### src/rtl/aud_tx_pkg.sv
package aud_tx_pkg;

   typedef enum logic [1:0] {
      FMT_LJ  = 2'd0,
      FMT_RJ  = 2'd1,
      FMT_I2S = 2'd2,
      FMT_DSP = 2'd3
   } fmt_e;

   localparam int CHANS = 2;

   function automatic logic [5:0] width_of(input logic [1:0] code);
      case (code)
         2'd0:    width_of = 6'd16;
         2'd1:    width_of = 6'd20;
         2'd2:    width_of = 6'd24;
         default: width_of = 6'd32;
      endcase
   endfunction

endpackage

### src/rtl/aud_slot_ctr.sv
module aud_slot_ctr #(
   parameter int SLOT_W = 10
) (
   input  logic              clk,
   input  logic              rst_n,
   input  logic              bit_stb,
   input  logic              frame_start,
   output logic [SLOT_W-1:0] slot_nxt
);
   localparam logic [SLOT_W-1:0] SLOT_MAX = {SLOT_W{1'b1}};

   logic [SLOT_W-1:0] slot_q;

   always_comb begin
      if (frame_start)
         slot_nxt = '0;
      else if (slot_q == SLOT_MAX)
         slot_nxt = SLOT_MAX;
      else
         slot_nxt = slot_q + 1'b1;
   end

   always_ff @(posedge clk or negedge rst_n) begin
      if (!rst_n)
         slot_q <= SLOT_MAX;
      else if (bit_stb)
         slot_q <= slot_nxt;
   end
endmodule

### src/rtl/aud_sample_hold.sv
module aud_sample_hold #(
   parameter int SMP_W = 32,
   parameter int CHANS = 2
) (
   input  logic                        clk,
   input  logic                        rst_n,
   input  logic                        take_frame,
   input  logic                        in_valid,
   input  logic [CHANS-1:0][SMP_W-1:0] din,
   output logic [CHANS-1:0][SMP_W-1:0] dnxt,
   output logic                        underrun
);
   logic load;
   assign load = take_frame & in_valid;

   for (genvar ch = 0; ch < CHANS; ch++) begin : g_chan
      logic [SMP_W-1:0] held;
      always_ff @(posedge clk or negedge rst_n) begin
         if (!rst_n)
            held <= '0;
         else if (load)
            held <= din[ch];
      end
      assign dnxt[ch] = load ? din[ch] : held;
   end

   always_ff @(posedge clk or negedge rst_n) begin
      if (!rst_n)
         underrun <= 1'b0;
      else if (take_frame)
         underrun <= ~in_valid;
   end
endmodule

### src/rtl/aud_bit_pick.sv
module aud_bit_pick
   import aud_tx_pkg::*;
#(
   parameter int SMP_W  = 32,
   parameter int SLOT_W = 10,
   parameter int OFF_W  = 8,
   parameter int HALF_W = 8
) (
   input  logic [SLOT_W-1:0]           slot,
   input  logic [1:0]                  fmt,
   input  logic [1:0]                  wsel,
   input  logic [OFF_W-1:0]            off,
   input  logic [HALF_W-1:0]           half,
   input  logic [CHANS-1:0][SMP_W-1:0] smp,
   output logic                        has_data,
   output logic                        bit_val
);
   localparam int EW    = SLOT_W + 1;
   localparam int IDX_W = $clog2(SMP_W);

   logic [EW-1:0] w_e, off_e, half_e, slot_e;
   logic [CHANS-1:0][EW-1:0] start;
   logic [CHANS-1:0] hit, bitv;

   assign w_e    = EW'(width_of(wsel));
   assign off_e  = EW'(off);
   assign half_e = EW'(half);
   assign slot_e = EW'(slot);

   always_comb begin
      case (fmt_e'(fmt))
         FMT_LJ: begin
            start[0] = off_e;
            start[1] = off_e + half_e;
         end
         FMT_I2S: begin
            start[0] = off_e + EW'(1);
            start[1] = off_e + half_e + EW'(1);
         end
         FMT_RJ: begin
            start[0] = off_e + half_e - w_e;
            start[1] = off_e + (half_e << 1) - w_e;
         end
         default: begin
            start[0] = off_e;
            start[1] = off_e + w_e;
         end
      endcase
   end

   for (genvar ch = 0; ch < CHANS; ch++) begin : g_win
      logic [EW-1:0] pos, idx;
      assign pos      = slot_e - start[ch];
      assign idx      = w_e - EW'(1) - pos;
      assign hit[ch]  = (slot_e >= start[ch]) && (slot_e < start[ch] + w_e);
      assign bitv[ch] = smp[ch][idx[IDX_W-1:0]];
   end

   assign has_data = |hit;
   assign bit_val  = hit[0] ? bitv[0] : (hit[1] & bitv[1]);
endmodule

### src/rtl/aud_tdm_tx.sv
module aud_tdm_tx
   import aud_tx_pkg::*;
#(
   parameter int SMP_W  = 32,
   parameter int OFF_W  = 8,
   parameter int HALF_W = 8
) (
   input  logic              clk,
   input  logic              rst_n,
   input  logic              bit_stb,
   input  logic              frame_start,
   input  logic              in_valid,
   input  logic [SMP_W-1:0]  in_left,
   input  logic [SMP_W-1:0]  in_right,
   output logic              smp_take,
   input  logic [1:0]        cfg_fmt,
   input  logic [1:0]        cfg_wsel,
   input  logic [OFF_W-1:0]  cfg_offset,
   input  logic [HALF_W-1:0] cfg_half,
   input  logic              cfg_tri_en,
   input  logic              pwr_dn,
   output logic              dout,
   output logic              dout_oe,
   output logic              underrun
);
   localparam int SLOT_W = ((OFF_W > HALF_W) ? OFF_W : HALF_W) + 2;

   if (SMP_W != 32) begin : g_bad_smp
      $error("aud_tdm_tx: SMP_W must be 32 to carry every width code");
   end
   if (OFF_W < 1 || HALF_W < 6) begin : g_bad_cfg
      $error("aud_tdm_tx: HALF_W must hold at least 32 slots");
   end

   logic                        take_frame;
   logic [SLOT_W-1:0]           slot_nxt;
   logic [CHANS-1:0][SMP_W-1:0] din, dnxt;
   logic                        has_data, bit_val;

   assign take_frame = bit_stb & frame_start;
   assign smp_take   = take_frame & in_valid;
   assign din        = {in_right, in_left};

   aud_slot_ctr #(.SLOT_W(SLOT_W)) u_slot (
      .clk         (clk),
      .rst_n       (rst_n),
      .bit_stb     (bit_stb),
      .frame_start (frame_start),
      .slot_nxt    (slot_nxt)
   );

   aud_sample_hold #(.SMP_W(SMP_W), .CHANS(CHANS)) u_hold (
      .clk        (clk),
      .rst_n      (rst_n),
      .take_frame (take_frame),
      .in_valid   (in_valid),
      .din        (din),
      .dnxt       (dnxt),
      .underrun   (underrun)
   );

   aud_bit_pick #(
      .SMP_W(SMP_W), .SLOT_W(SLOT_W), .OFF_W(OFF_W), .HALF_W(HALF_W)
   ) u_pick (
      .slot     (slot_nxt),
      .fmt      (cfg_fmt),
      .wsel     (cfg_wsel),
      .off      (cfg_offset),
      .half     (cfg_half),
      .smp      (dnxt),
      .has_data (has_data),
      .bit_val  (bit_val)
   );

   always_ff @(posedge clk or negedge rst_n) begin
      if (!rst_n) begin
         dout    <= 1'b0;
         dout_oe <= 1'b0;
      end else if (pwr_dn) begin
         dout    <= 1'b0;
         dout_oe <= 1'b0;
      end else if (bit_stb) begin
         dout    <= has_data & bit_val;
         dout_oe <= has_data | ~cfg_tri_en;
      end
   end
endmodule

### config.mk
export PLATFORM = sky130hd
export DESIGN_NAME = aud_tdm_tx
export DESIGN_NICKNAME = d
export VERILOG_FILES = /design/src/rtl/aud_tx_pkg.sv /design/src/rtl/aud_slot_ctr.sv /design/src/rtl/aud_sample_hold.sv /design/src/rtl/aud_bit_pick.sv /design/src/rtl/aud_tdm_tx.sv
export SDC_FILE = /design/constraint.sdc
export NUM_CORES = 1
export LEC_CHECK = 0
export BUFFER_PORTS_ARGS = -buffer_cell sky130_fd_sc_hd__buf_2
export CAP_MARGIN = 40
export CORE_MARGIN = 2
export CORE_UTILIZATION = 54
export CTS_BUF_LIST = sky130_fd_sc_hd__clkbuf_4 sky130_fd_sc_hd__clkbuf_8
export DETAILED_ROUTE_END_ITERATION = 16
export MAX_ROUTING_LAYER = met4
export PLACE_DENSITY = 0.72
export SYNTH_ARGS = -nofsm -noshare
export SYNTH_HDL_FRONTEND = slang
export SYNTH_SLANG_ARGS = --single-unit
### constraint.sdc
create_clock -name clk -period 6 [get_ports clk]
set_clock_uncertainty 0.05 [all_clocks]
set_input_delay 0.6 -clock clk [delete_from_list [all_inputs] [get_ports clk]]
set_output_delay 0.6 -clock clk [all_outputs]
set_load 0.01 [all_outputs]
# After elaboration in Yosys (flattened, before gate mapping)
# Cells that the tools add are included.
# word_totals
reg_bits	77
latch_bits	0
ram_bits	0
rom_bits	0
input_bits	91
output_inout_bits	4
wordCells	60
memories	0
# op_classes
addsub	15
n_mul	0
div_mod_pow	0
n_lt_le_gt_ge	6
n_eq_ne	5
n_shift	0
n_mux	15
bitwise	7
reduce_logical	6
# ops
operator	count
22-bit one-hot mux with 3 select lines	1
32-bit 2-to-1 mux	2
11-bit by 6-bit adder with 11-bit output	2
10-bit by 11-bit greater-or-equal comparator with 1-bit output	2
10-bit by 11-bit less-than comparator with 1-bit output	2
10-bit 2-to-1 mux	2
5-bit subtractor	4
6-bit one-hot mux with 3 select lines	1
5-bit by 6-bit less-than comparator with 1-bit output, second input constant	2
11-bit by 1-bit adder with 11-bit output, second input constant	1
10-bit by 6-bit subtractor with 11-bit output	1
10-bit by 1-bit adder with 10-bit output, second input constant	1
8-bit by 9-bit adder with 10-bit output	1
1-bit binary-select mux with 5-bit select	2
10-bit == test, second input constant	1
9-bit by 6-bit subtractor with 10-bit output	1
8-bit by 1-bit adder with 9-bit output, second input constant	1
8-bit by 6-bit adder with 9-bit output	1
8-bit by 8-bit adder with 9-bit output	1
1-bit 2-to-1 mux	7
5-bit by 1-bit subtractor with 5-bit output, second input constant	1
1-bit AND	4
2-bit by 1-bit == test with 1-bit output, second input constant	2
2-bit == test, second input constant	2
6 further kinds	9

# Depth between registers and ports, before layout
# depth
word_depth	13
mapped_depth	26

# Cells and area by module
# From an unflattened synthesis, not the netlist that was laid out.
# unflattened
cells_unflattened	725
hier_area_um2	7528.5
# by_module_without_submodules
mod	n_inst	cells_each	area_each_um2
aud_bit_pick	1	502	4225.3
aud_sample_hold	1	138	2473.6
aud_slot_ctr	1	75	732.0
aud_tdm_tx	1	10	97.6

# Worst setup path before layout
# Ideal clock, no wire load.
# synth_timing
kind	input to register
from	input port cfg_wsel[1]
to	register dout
setup_ps	103
arrival_time_ps	5144
t_required_ps	5847
path_slack_ps	703
cell_stages	20
path_buffers	2
path_cell_list	inv_1 ha_1 inv_1 fa_1 fa_1 o211ai_1 o21ai_0 inv_1 fa_1 inv_1 ha_1 xor2_1 clkbuf_1 buf_2 nor2_1 o31a_1 mux4_2 mux2i_1 nand2b_1 o41ai_2
# synth_between
elab_chain_cells	13
# synth_lines
item	line_no	source
from (decl)	aud_tdm_tx.sv:17	input logic [1:0] cfg_wsel,
2-bit == test, or another cell as far along	aud_tx_pkg.sv:13	case (code)
6-bit one-hot mux with 3 select lines (*)	aud_tx_pkg.sv:13	
10-bit by 6-bit subtractor with 11-bit output / 8-bit by 6-bit adder with 9-bit output (equally long branches)	aud_bit_pick.sv:42, aud_bit_pick.sv:46	
22-bit one-hot mux with 3 select lines	aud_bit_pick.sv:31	case (fmt_e'(fmt))
5-bit subtractor	aud_bit_pick.sv:53	assign pos = slot_e - start[ch];
5-bit subtractor	aud_bit_pick.sv:54	assign idx = w_e - EW'(1) - pos;
1-bit binary-select mux with 5-bit select	aud_bit_pick.sv:56	assign bitv[ch] = smp[ch][idx[IDX_W-1:0]];
1-bit 2-to-1 mux (not written as such)	aud_bit_pick.sv:56	
1-bit AND	aud_bit_pick.sv:60	assign bit_val = hit[0] ? bitv[0] : (hit[1] & bitv[1]);
1-bit 2-to-1 mux	aud_bit_pick.sv:60	
1-bit AND (*)	aud_tdm_tx.sv:83	dout <= has_data & bit_val;
1-bit 2-to-1 mux (*)	aud_tdm_tx.sv:82	end else if (bit_stb) begin
1-bit 2-to-1 mux (*)	aud_tdm_tx.sv:79	end else if (pwr_dn) begin
to (signal assigned)	aud_tdm_tx.sv:83	
to (decl)	aud_tdm_tx.sv:22	output logic dout,
# Mark *: on every way between the ends. The rest lies on a longest branch, timed or not. The select of a mux whose other input is x is not followed.
# A chain may end at the register's enable or synchronous reset.

# Worst setup path in the final report
# layout_timing
from	input port cfg_offset[0]
to	register dout_oe
# layout_between
elab_chain_cells	10
# layout_lines
item	line_no	source
from (decl)	aud_tdm_tx.sv:18	input logic [OFF_W-1:0] cfg_offset,
8-bit by 9-bit adder with 10-bit output / 8-bit by 8-bit adder with 9-bit output (equally long branches)	-	
10-bit by 6-bit subtractor with 11-bit output, or another cell as far along	aud_bit_pick.sv:42	start[1] = off_e + (half_e << 1) - w_e;
22-bit one-hot mux with 3 select lines (*)	aud_bit_pick.sv:31	
11-bit by 6-bit adder with 11-bit output	aud_bit_pick.sv:55	assign hit[ch] = (slot_e >= start[ch]) && (slot_e < start[ch] + w_e);
10-bit by 11-bit less-than comparator with 1-bit output	aud_bit_pick.sv:55	
1-bit logical AND	aud_bit_pick.sv:55	
2-bit OR reduction (*)	aud_bit_pick.sv:59	assign has_data = |hit;
1-bit OR (*)	aud_tdm_tx.sv:84	dout_oe <= has_data | ~cfg_tri_en;
1-bit 2-to-1 mux (*)	aud_tdm_tx.sv:82	
1-bit 2-to-1 mux (*)	aud_tdm_tx.sv:79	
to (signal assigned)	aud_tdm_tx.sv:84	
to (decl)	aud_tdm_tx.sv:23	output logic dout_oe,
# Marks and branches as above.

==> run metrics <==
status=finished clean; Die W=122 um; post-route clock period utilization=91.5%; total wire length=17.4 mm; effective utilization at floorplan=54.5%; clock buffer count from CTS=9; worst setup path category=in2reg; total congestion overflow after global routing=0; leakage power of the design=3.93 nW; largest family of logic cells by synthesized area=adder cells; number of H-tree branching levels=3; number of flops mapped to enable cells by yosys=0; TritonCTS sink count=77; buffer cell driving the clock tree root=clkbuf_8; Worst Tran Pin Value=754 ps; data required time at the worst endpoint=6220 ps; DRC violation count after routing=0; clock edge transition at the registers on the reported setup and hold paths=80 ps; number of port buffers=94; nets in the synthesized netlist=968; number of endpoints failing setup at the final stage=0; final antenna-violating net count=0; top cell types by occurrence after synthesis=ha_1, mux2_2, inv_1, dfrtp_1, nor2_1; kind of launch point of the worst setup path=input port; time the worst path needs with I/O delays and setup=5490 ps; clock latency on the worst-skew pair=360 ps; power per cell area=274 nW/um2; antenna diode count=0; maximum VDD drop=0.143 mV; Overall Global Routing Usage=25.5%; cell types occupying the most area after synthesis=dfrtp_1, ha_1, mux2_2; maximum clock insertion buffer count=2; cell with the most instances after synthesis=ha_1; number of instances resized during post-cts repair=0; TritonCTS clock tree=built; Die Area=14,800 um2; via-per-instance ratio=5.67; number of detailed-routing iterations run before antenna repair=5; multiplexer share of the synthesized area=15.9%; compound-gate portion of the synthesized area=15.1%; cell accounting for the most synthesized area=dfrtp_1; buffers inserted during post-CTS setup optimization=0; post-route core utilization=61.0%; Max Fanout on Critical Path=7; Post-Syn Area per Cell=9.73 um2; area share of and/or/nand/nor cells after synthesis=11.3%; Max-Slew Margin vs Limit=49.7%; cell area after synthesis=7480 um2; total via count after detailed routing=5,935; number of global-route vias before repair=6,269; Async S/R FF share, synth=100%; number of distinct library cells after synthesis=68; fraction of final layout cells sized beyond drive strength 1=28.5%; flip-flop and latch count after synthesis=77; CP Data Arrival Time=5710 ps; final-report hold violation count=0; total number of yosys warnings=0; post-synthesis cell count=769; number of DRC violations after detailed-routing iteration 0=330; MaxCap Viol Count=0; fraction of synthesized cell area taken by the top area cell type=22.4%; Die Span Y=122 um; setup repair after global routing missed its margin=false; final-layout setup total negative slack=0 ps; WL/cell=16.6 um; number of antenna violations at the first check in global routing=0; count of hold-fix buffers inserted at cts=0; kind of capture point of the worst setup path=flop; xor and xnor fraction of the mapped netlist area=6.42%; type of the worst min-delay path=in2async; count of standard-cell rows=43; pins over their slew limit=0; post-layout net count=1,060; final weighted congestion of routability-driven global placement=0.922; FMAX=0.182 GHz; Post-Synth Adder-Cell Area=19.7%; share of synthesized area occupied by flip-flops and latches=25.9%; global-route wire length before repair=29.2 mm; HPWL reported at the end of detailed placement=14.2 mm; Core Box Area=13,700 um2; area growth from synthesis to layout=11.8%; dominant register cell in the synthesized netlist=dfrtp_1; number of I/O pins=95; maximum number of pins on one net before global-route repair=49; fill cell instance count of the final layout=1,179
-- path summary, 6_finish.rpt --
path                                                          start                                   to  slack, ps  depth (start not counted)
min in group clk                                         cfg_tri_en                  dout_oe$_DFFE_PN0P_        380                          2
worst min-delay path                                          rst_n   u_hold.g_chan[1].held[8]$_DFF_PN0_        110                          1
max in group asynchronous                                     rst_n         u_slot.slot_q[7]$_DFFE_PN1P_       5170                          2
worst min register to register  u_hold.g_chan[0].held[12]$_DFF_PN0_  u_hold.g_chan[0].held[12]$_DFF_PN0_        450                          1
worst max-delay path                                  cfg_offset[0]                  dout_oe$_DFFE_PN0P_        510                         25
worst max register to register         u_slot.slot_q[0]$_DFFE_PN1P_                     dout$_DFFE_PN0P_        840                         16
-- area by class of cell --
cell class,count,area [um2],share of cell area (%)
repair buffers,106,587,7.01
inverters,76,285,3.41
multi-input cells,591,5120,61.2
well taps,180,225,2.69
flip-flops and latches,77,1940,23.2
clock buffers,11,145,1.73
clock inverters,5,60.1,0.718
-- report_power, final --
| part | leakage [nW] | internal [mW] | switching (mW) |
|---|---|---|---|
| Clock | 0.103 | 0.209 | 0.195 |
| Sequential | 0.900 | 0.607 | 0.0240 |
| Combinational | 2.93 | 0.607 | 0.651 |
-- kinds of logic (layout without fill, tap and decap cells) --
family                   count (synthesis)  count (layout)
AND/OR/NAND/NOR                        167             167
AO/OA/AOI/OAI                          162             162
adder cells (fa/ha/maj)                108             108
buffers and inverters                  101             198
multiplexers                           100             100
flip-flops                              77              77
XOR/XNOR                                54              54
-- critical path, cell delays in order --
cell,delay [ps]
buf_2,160
ha_1,200
inv_1,60
fa_1,390
nand2b_1,180
a21oi_1,160
xor2_1,390
ha_1,360
xor2_1,170
o21ai_0,140
nand2_1,60
o21ai_0,200
ha_1,360
a21o_1,200
a21oi_1,310
xnor2_1,180
ha_1,260
o21a_1,180
o21ai_0,150
a31oi_1,70
o21a_1,180
a211o_1,270
o31ai_2,110
nor2b_1,100
a311oi_1,260
-- cell usage in the layout (no fill, tap or decap), types with 19 or more instances in the layout --
| cell type | count |
|---|---|
| nand2_1 | 34 |
| nand2b_1 | 19 |
| inv_1 | 75 |
| ha_1 | 92 |
| xor2_1 | 23 |
| o21ai_0 | 30 |
| nor2_1 | 46 |
| buf_2 | 93 |
| a21oi_1 | 42 |
| dfrtp_1 | 67 |
| xnor2_1 | 29 |
| mux2_2 | 90 |
-- state kept, by name (all words and copies together), names as in the netlist --
signal              cells
dout_oe                 1
dout                    1
u_hold.underrun         1
u_slot.slot_q          10
u_hold.g_chan.held     64
-- per-stage QoR --
step	area [um2]	instances	total power [mW]	hold WS [ps]	setup WS, ps
after floorplan	7480	769	1.58	254	703
after global placement	8120	1028	1.83	424	301
after detailed placement	8160	1030	1.89	430	207
after CTS	8370	1046	2.30	114	571
after global routing	8370	1046	2.46	133	63.2
final	8370	1046	2.29	113	508
-- layer usage --
metal	global-route usage, %	up-vias	share of wire (%)
li1	-	2903	-
met3	2.43	27	3.6
met5	-	-	0
met4	8.41	0	2.2
met2	46.3	155	52
met1	29.7	2850	42
Power figures use the tool's default switching activity.
